`config.mk`:
```
export PLATFORM = sky130hd
export DESIGN_NAME = pwm_duty_capture
export DESIGN_NICKNAME = d
export VERILOG_FILES = /design/src/rtl/pwm_cap_pkg.sv /design/src/rtl/pwm_sync_edge.sv /design/src/rtl/pwm_cmd_watchdog.sv /design/src/rtl/pwm_period_meter.sv /design/src/rtl/pwm_duty_scale.sv /design/src/rtl/pwm_duty_capture.sv
export SDC_FILE = /design/constraint.sdc
export NUM_CORES = 1
export LEC_CHECK = 0
export ABC_AREA = 1
export BUFFER_PORTS_ARGS = -buffer_cell sky130_fd_sc_hd__buf_2
export CORE_ASPECT_RATIO = 1.5
export CORE_MARGIN = 1
export CORE_UTILIZATION = 29
export CTS_BUF_LIST = sky130_fd_sc_hd__clkbuf_16
export DETAILED_ROUTE_END_ITERATION = 16
export SLEW_MARGIN = 20
export SYNTH_ARGS = -nofsm -noshare
export SYNTH_HDL_FRONTEND = slang
export SYNTH_SLANG_ARGS = --single-unit
```
`constraint.sdc`:
```
create_clock -name clk -period 137.8 [get_ports clk]
set_input_delay 13.78 -clock clk [delete_from_list [all_inputs] [get_ports clk]]
set_output_delay 13.78 -clock clk [all_outputs]
set_load 0.1 [all_outputs]
```
`src/rtl/pwm_cap_pkg.sv`:
```
// Package: shared fixed-point format for the PWM duty capture block.
// Assumes the duty is carried as signed Q1.15 throughout the plant interface.
package pwm_cap_pkg;
    localparam int DUTY_FRAC = 15;
    localparam int DUTY_W    = DUTY_FRAC + 1;
    typedef logic signed [DUTY_W-1:0] duty_t;
endpackage

```
`src/rtl/pwm_sync_edge.sv`:
```
// Module: pwm_sync_edge
// Brings the PWM line and the direction bit into the clock domain with two
// flops each, then detects rising edges of the synchronized PWM level.
// Assumes both inputs are asynchronous and slower than the clock.
module pwm_sync_edge (
    input  logic clk,
    input  logic rst_n,
    input  logic pwm_i,
    input  logic dir_i,
    output logic lvl_o,
    output logic rise_o,
    output logic dir_o
);
    logic [2:0] pwm_sr;
    logic [1:0] dir_sr;

    // Purpose: shift both inputs through their synchronizer chains.
    always_ff @(posedge clk) begin
        if (!rst_n) begin
            pwm_sr <= '0;
            dir_sr <= '0;
        end else begin
            pwm_sr <= {pwm_sr[1:0], pwm_i};
            dir_sr <= {dir_sr[0], dir_i};
        end
    end

    assign lvl_o  = pwm_sr[1];
    assign rise_o = pwm_sr[1] & ~pwm_sr[2];
    assign dir_o  = dir_sr[1];

    // an edge is never reported two cycles in a row.
    a_r8_rise_single: assert property (@(posedge clk) disable iff (!rst_n)
        rise_o |=> !rise_o);
endmodule

```
`src/rtl/pwm_cmd_watchdog.sv`:
```
// Module: pwm_cmd_watchdog
// Counts cycles since the last synchronized rising edge and flags a stale
// command when the count reaches the programmed limit.
// Assumes a limit of zero means the command is always treated as stale.
module pwm_cmd_watchdog #(
    parameter int WDOG_W = 24
) (
    input  logic              clk,
    input  logic              rst_n,
    input  logic              rise_i,
    input  logic [WDOG_W-1:0] limit_i,
    output logic              stale_o
);
    logic [WDOG_W-1:0] quiet_cnt;

    // Purpose: restart on each edge, else count up and stop at the limit.
    always_ff @(posedge clk) begin
        if (!rst_n) begin
            quiet_cnt <= '0;
        end else if (rise_i) begin
            quiet_cnt <= '0;
        end else if (quiet_cnt < limit_i) begin
            quiet_cnt <= quiet_cnt + 1'b1;
        end
    end

    assign stale_o = (quiet_cnt >= limit_i);

    // an edge clears the fault on the next cycle.
    a_r5_clear_on_edge: assert property (@(posedge clk) disable iff (!rst_n)
        rise_i && (limit_i != '0) && $stable(limit_i) |=> !stale_o);
    // without an edge and with a fixed limit the fault persists.
    a_r4_stale_holds: assert property (@(posedge clk) disable iff (!rst_n)
        stale_o && !rise_i |=> stale_o || (limit_i != $past(limit_i)));
endmodule

```
`src/rtl/pwm_period_meter.sv`:
```
// Module: pwm_period_meter
// Counts period and high time between consecutive synchronized rising edges
// and registers a measurement at each closing edge. A stale spell disarms it,
// so the edge that ends the spell only restarts counting.
// Assumes counters saturate; a saturated period is discarded.
module pwm_period_meter #(
    parameter int CNT_W = 16
) (
    input  logic             clk,
    input  logic             rst_n,
    input  logic             lvl_i,
    input  logic             rise_i,
    input  logic             dir_i,
    input  logic             stale_i,
    output logic             meas_valid_o,
    output logic [CNT_W-1:0] meas_period_o,
    output logic [CNT_W-1:0] meas_high_o,
    output logic             meas_rev_o
);
    localparam logic [CNT_W-1:0] CNT_MAX = '1;
    localparam logic [CNT_W-1:0] CNT_ONE = CNT_W'(1);

    logic [CNT_W-1:0] per_cnt;
    logic [CNT_W-1:0] hi_cnt;
    logic             sat_seen;
    logic             armed;

    // Purpose: count the running period and capture it at each closing edge.
    always_ff @(posedge clk) begin
        if (!rst_n) begin
            per_cnt       <= '0;
            hi_cnt        <= '0;
            sat_seen      <= 1'b0;
            armed         <= 1'b0;
            meas_valid_o  <= 1'b0;
            meas_period_o <= '0;
            meas_high_o   <= '0;
            meas_rev_o    <= 1'b0;
        end else begin
            meas_valid_o <= 1'b0;
            if (rise_i) begin
                meas_valid_o  <= armed && !sat_seen && !stale_i;
                meas_period_o <= per_cnt;
                meas_high_o   <= hi_cnt;
                meas_rev_o    <= dir_i;
                per_cnt       <= CNT_ONE;
                hi_cnt        <= CNT_ONE;
                sat_seen      <= 1'b0;
                armed         <= 1'b1;
            end else begin
                if (stale_i) begin
                    armed <= 1'b0;
                end
                if (per_cnt == CNT_MAX) begin
                    sat_seen <= 1'b1;
                end else begin
                    per_cnt <= per_cnt + 1'b1;
                    hi_cnt  <= hi_cnt + CNT_W'(lvl_i);
                end
            end
        end
    end

    // a measurement only follows a detected edge.
    a_r8_meas_after_edge: assert property (@(posedge clk) disable iff (!rst_n)
        meas_valid_o |-> $past(rise_i));
    // the edge closing a stale spell never yields a measurement.
    a_r5_no_meas_from_stale: assert property (@(posedge clk) disable iff (!rst_n)
        rise_i && stale_i |=> !meas_valid_o);
    // high time always stays below the period it belongs to.
    a_r2_high_below_period: assert property (@(posedge clk) disable iff (!rst_n)
        meas_valid_o |-> (meas_high_o < meas_period_o));
endmodule

```
`src/rtl/pwm_duty_scale.sv`:
```
// Module: pwm_duty_scale
// Divides high time by period into a Q1.15 magnitude, applies the direction
// sign and registers the result with a one-cycle strobe. Forces zero while
// the command is stale.
// Assumes high time is strictly below the period, so the magnitude fits.
module pwm_duty_scale
    import pwm_cap_pkg::*;
#(
    parameter int CNT_W = 16
) (
    input  logic             clk,
    input  logic             rst_n,
    input  logic             meas_valid_i,
    input  logic [CNT_W-1:0] meas_period_i,
    input  logic [CNT_W-1:0] meas_high_i,
    input  logic             meas_rev_i,
    input  logic             stale_i,
    output duty_t            duty_o,
    output logic             valid_o
);
    localparam int NUM_W = CNT_W + DUTY_FRAC;

    logic [NUM_W-1:0]  num_w;
    logic [NUM_W-1:0]  den_w;
    logic [NUM_W-1:0]  quo_w;
    logic [DUTY_W-1:0] mag_w;
    duty_t             duty_next;

    // Purpose: scale the high/period ratio and attach the sign.
    always_comb begin
        num_w     = {meas_high_i, {DUTY_FRAC{1'b0}}};
        den_w     = {{DUTY_FRAC{1'b0}}, meas_period_i};
        quo_w     = (den_w == '0) ? '0 : (num_w / den_w);
        mag_w     = {1'b0, quo_w[DUTY_FRAC-1:0]};
        duty_next = meas_rev_i ? duty_t'(DUTY_W'(0) - mag_w) : duty_t'(mag_w);
    end

    // Purpose: register a new duty per measurement, or zero on a fault.
    always_ff @(posedge clk) begin
        if (!rst_n) begin
            duty_o  <= '0;
            valid_o <= 1'b0;
        end else if (stale_i) begin
            duty_o  <= '0;
            valid_o <= 1'b0;
        end else begin
            valid_o <= meas_valid_i;
            if (meas_valid_i) begin
                duty_o <= duty_next;
            end
        end
    end

    // a stale command zeroes the duty and suppresses the strobe.
    a_r6_zero_when_stale: assert property (@(posedge clk) disable iff (!rst_n)
        stale_i |=> (duty_o == '0) && !valid_o);
    // forward periods never produce a negative duty.
    a_r3_sign_forward: assert property (@(posedge clk) disable iff (!rst_n)
        meas_valid_i && !meas_rev_i && !stale_i |=> !duty_o[DUTY_W-1]);
    // duty only changes on a strobe or when forced by a fault.
    a_r8_hold_between: assert property (@(posedge clk) disable iff (!rst_n)
        !meas_valid_i && !stale_i |=> $stable(duty_o));
endmodule

```
`src/rtl/pwm_duty_capture.sv`:
```
// Module: pwm_duty_capture (top)
// Turns a PWM drive line and direction bit into a signed Q1.15 duty once per
// period and flags stale commands through a programmable watchdog.
// Assumes PWM periods shorter than 2**CNT_W clock cycles.
module pwm_duty_capture
    import pwm_cap_pkg::*;
#(
    parameter int CNT_W  = 16,
    parameter int WDOG_W = 24
) (
    input  logic              clk,
    input  logic              rst_n,
    input  logic              pwm_in,
    input  logic              dir_rev,
    input  logic [WDOG_W-1:0] wdog_limit,
    output logic [15:0]       duty_q,
    output logic              duty_valid,
    output logic              cmd_stale
);
    logic             lvl_s, rise_s, dir_s, stale_s;
    logic             mv_s, mrev_s;
    logic [CNT_W-1:0] mper_s, mhigh_s;
    duty_t            duty_s;

    pwm_sync_edge u_sync (
        .clk(clk), .rst_n(rst_n), .pwm_i(pwm_in), .dir_i(dir_rev),
        .lvl_o(lvl_s), .rise_o(rise_s), .dir_o(dir_s)
    );

    pwm_cmd_watchdog #(.WDOG_W(WDOG_W)) u_wdog (
        .clk(clk), .rst_n(rst_n), .rise_i(rise_s), .limit_i(wdog_limit),
        .stale_o(stale_s)
    );

    pwm_period_meter #(.CNT_W(CNT_W)) u_meter (
        .clk(clk), .rst_n(rst_n), .lvl_i(lvl_s), .rise_i(rise_s),
        .dir_i(dir_s), .stale_i(stale_s), .meas_valid_o(mv_s),
        .meas_period_o(mper_s), .meas_high_o(mhigh_s), .meas_rev_o(mrev_s)
    );

    pwm_duty_scale #(.CNT_W(CNT_W)) u_scale (
        .clk(clk), .rst_n(rst_n), .meas_valid_i(mv_s), .meas_period_i(mper_s),
        .meas_high_i(mhigh_s), .meas_rev_i(mrev_s), .stale_i(stale_s),
        .duty_o(duty_s), .valid_o(duty_valid)
    );

    assign duty_q    = duty_s;
    assign cmd_stale = stale_s;

    // outputs are quiet in the first cycle after reset.
    a_r1_reset_quiet: assert property (@(posedge clk)
        !rst_n |=> (duty_q == '0) && !duty_valid && !cmd_stale);
endmodule

```
==> flow_summary.yaml <==
outcome:
  outcome: "finished clean"
critical_path:
  critical_path_class: "flop to flop"
  path_common_cell: "nand2_1"
  cp_max_fo: 32
  crit_buf_inv: 56
  crit_required_ns: 138.12
  worst_path_max_delay_cell: "nor2_2"
  crit_path_start_kind: "flop"
  cpLargestDelayFamily: "compound AO/OA/AOI/OAI gates"
  worstSetupEndpointType: "flop"
  crit_path_max_incr_delay_ns: 0.75
  arrival_ns: 75.41
logic_synthesis:
  synth-async-reset-ratio_pct: 0
  syn_area_per_cell_um2: 6.09
  synth_ff_type: "dfxtp_1"
  synthCells: 4913
  synth.yosys.seq_area_share_pct: 7.62
  syn_area_mm2: 0.0299
  synth_edf_count: 0
  ys_ff_latch: 114
  synth_cell_types: 86
  ys_warn_count: 0
  syn_nets: 5334
die:
  rows: 144
  ioPinCount: 46
  core_area_mm2: 0.103
  start_util_pct: 29.2
  die_w_um: 264
  die_height_um: 396
  die_area_mm2: 0.105
global_route:
  grt_start_max_net_pins: 47
  grt_use_total_pct: 17.2
  grt_pass1_wl_um: 148000
  grt_pass1_vias: 29900
  grt_antenna_before_repair: 1
  globalRouteOverflowTotal: 0
timing:
  post-route-min-period_ns: 75.09
  fmax_mhz: 13.3
  fin_skew_ns: 0.0140
  fin_tns_setup_ns: 0
  final-setup-viol-count: 0
  final_max_slew_viol_count: 0
  final-hold-violation-count: 0
  slew_headroom_pct: 32.3
  rsz0062_at_grt: "false"
  tightestPinTransition_ns: 1.01
  period_share_pct: 54.5
drt:
  post_drt_wl_per_cell_um: 14.8
  ant_nets: 0
  drt-initial-drc-count: 1655
  route.detailed.drc: 0
  first_pass_iters: 5
  num_vias: 31100
  viasPerCell: 4.99
  routed_wl_um: 92000
final_layout:
  n_fill_cell: 11200
  fin_nets: 5322
  syn_to_final_growth_pct: 6.64
  diodes: 0
  layout_common_cells: "1168 x nand2_1, 645 x inv_1, 392 x ha_1"
  drive_gt1_share_pct: 10.9
  final_common_cell: "nand2_1"
clocking:
  worstSkewPairLatency_ns: 0.42
  cts_setup_buffers: 0
  cts-htree-levels: 4
  cts_tree: "yes"
  cts.clk_slew.worst_paths_ns: 0.06
  ctsResizeCount: 0
  cts-buffers-inserted: 17
  clock-sinks: 114
  cts_buffer_depth: 2
  cts-root-buf: "clkbuf_16"
  hold_buffers: 0
run:
  maxCapViolations: 0
place:
  numPortBuffers: 45
  place.gp.congestion: 0.908
  dp_hpwl_um: 74300
hold_path:
  hold_path.class: "flop to flop"
registers in the layout (all words and copies together) (netlist names), 2 cells and up:
signal / cells
u_sync.dir_sr: 2
u_sync.pwm_sr: 3
u_meter.meas_high_o: 16
u_meter.meas_period_o: 16
u_scale.duty_o: 16
u_meter.hi_cnt: 16
u_meter.per_cnt: 16
u_wdog.quiet_cnt: 24
per-stage QoR:
| stage | cells | util, % | hold slack (ns) | setup slack (ns) | cell area [µm²] |
|---|---|---|---|---|---|
| after global placement | 6196 | 30.6 | 0.405 | 64.77 | 31400 |
| after detailed placement | 6196 | 30.6 | 0.409 | 62.92 | 31400 |
| after global routing | 6228 | 31.1 | 0.450 | 53.47 | 31900 |
| after floorplan | 4913 | - | 0.390 | 70.74 | 29900 |
| final | 6228 | 31.1 | 0.421 | 62.71 | 31900 |
| after CTS | 6228 | 31.1 | 0.422 | 62.69 | 31900 |
synthesized netlist by cell type, drive strengths merged (4+ instances only):
cell type	count	share of area (%)
nand2	1312	18
inv	697	8.8
o21ai	418	7.3
ha	392	16
nor2	387	6.0
nand3	375	7.6
a21oi	359	6.2
xor2	167	4.9
xnor2	136	4.0
dfxtp	114	7.6
nand4	99	2.3
nor3	70	1.3
clkbuf	64	0.97
or2	46	0.96
o21bai	41	1.2
buf	38	1.2
o22ai	24	0.50
a21o	19	0.48
a31oi	17	0.36
nor4	17	0.36
clkinv	15	0.20
o211ai	15	0.41
a211oi	14	0.35
o31ai	11	0.29
o21a	9	0.23
o221ai	9	0.26
nand3b	8	0.20
and2	7	0.15
a21boi	5	0.18
and3	4	0.084
cell type report:
class / count / area (µm²) / share of cell area (%)
tap: 1314 / 1640 / 5.15
inverter: 715 / 2770 / 8.68
multi-input combinational: 3980 / 24200 / 75.9
timing repair buffer: 73 / 435 / 1.36
sequential: 114 / 2280 / 7.15
clock inverter: 15 / 144 / 0.451
clock buffer: 17 / 425 / 1.33
routing by layer:
layer	GRT usage, %	wire length [µm]	up-vias
met4	8.04	4350	0
met5	0	0	-
met2	33.6	47900	672
met3	1.26	2750	221
met1	18.5	37100	14000
li1	-	-	16200
worst paths after layout:
path / start / depth (start not counted) / slack [ns] / to
worst min-delay path: u_sync.pwm_sr[0] / 2 / 0.42 / u_sync.pwm_sr[1]
worst max register to register: u_meter.meas_period_o[5] / 507 / 62.71 / u_scale.duty_o[14]
worst min register to register: u_sync.pwm_sr[0] / 2 / 0.42 / u_sync.pwm_sr[1]
worst max-delay path: u_meter.meas_period_o[5] / 507 / 62.71 / u_scale.duty_o[14]
cell families after synthesis:
group	after synthesis	synth area share (%)
adders and majority gates	393	16.4
DFF	114	7.62
muxes	1	0.0334
buffers and inverters	819	11.5
xor gates and xnor gates	303	8.89
AOI/OAI and AO/OA	955	18.1
and+or+nand+nor	2328	37.4
tightest hold or removal path, delay by kind of cell (launching register included):
| family | cells | cell delay [ns] |
|---|---|---|
| AND/OR/NAND/NOR | 1 | 0.05 |
| flip-flops | 1 | 0.31 |
| buffers and inverters | 1 | 0.04 |
Power is left out: the tool's default activity adds up to more than one toggle a clock period on the data nets, which glitch-free logic cannot reach.
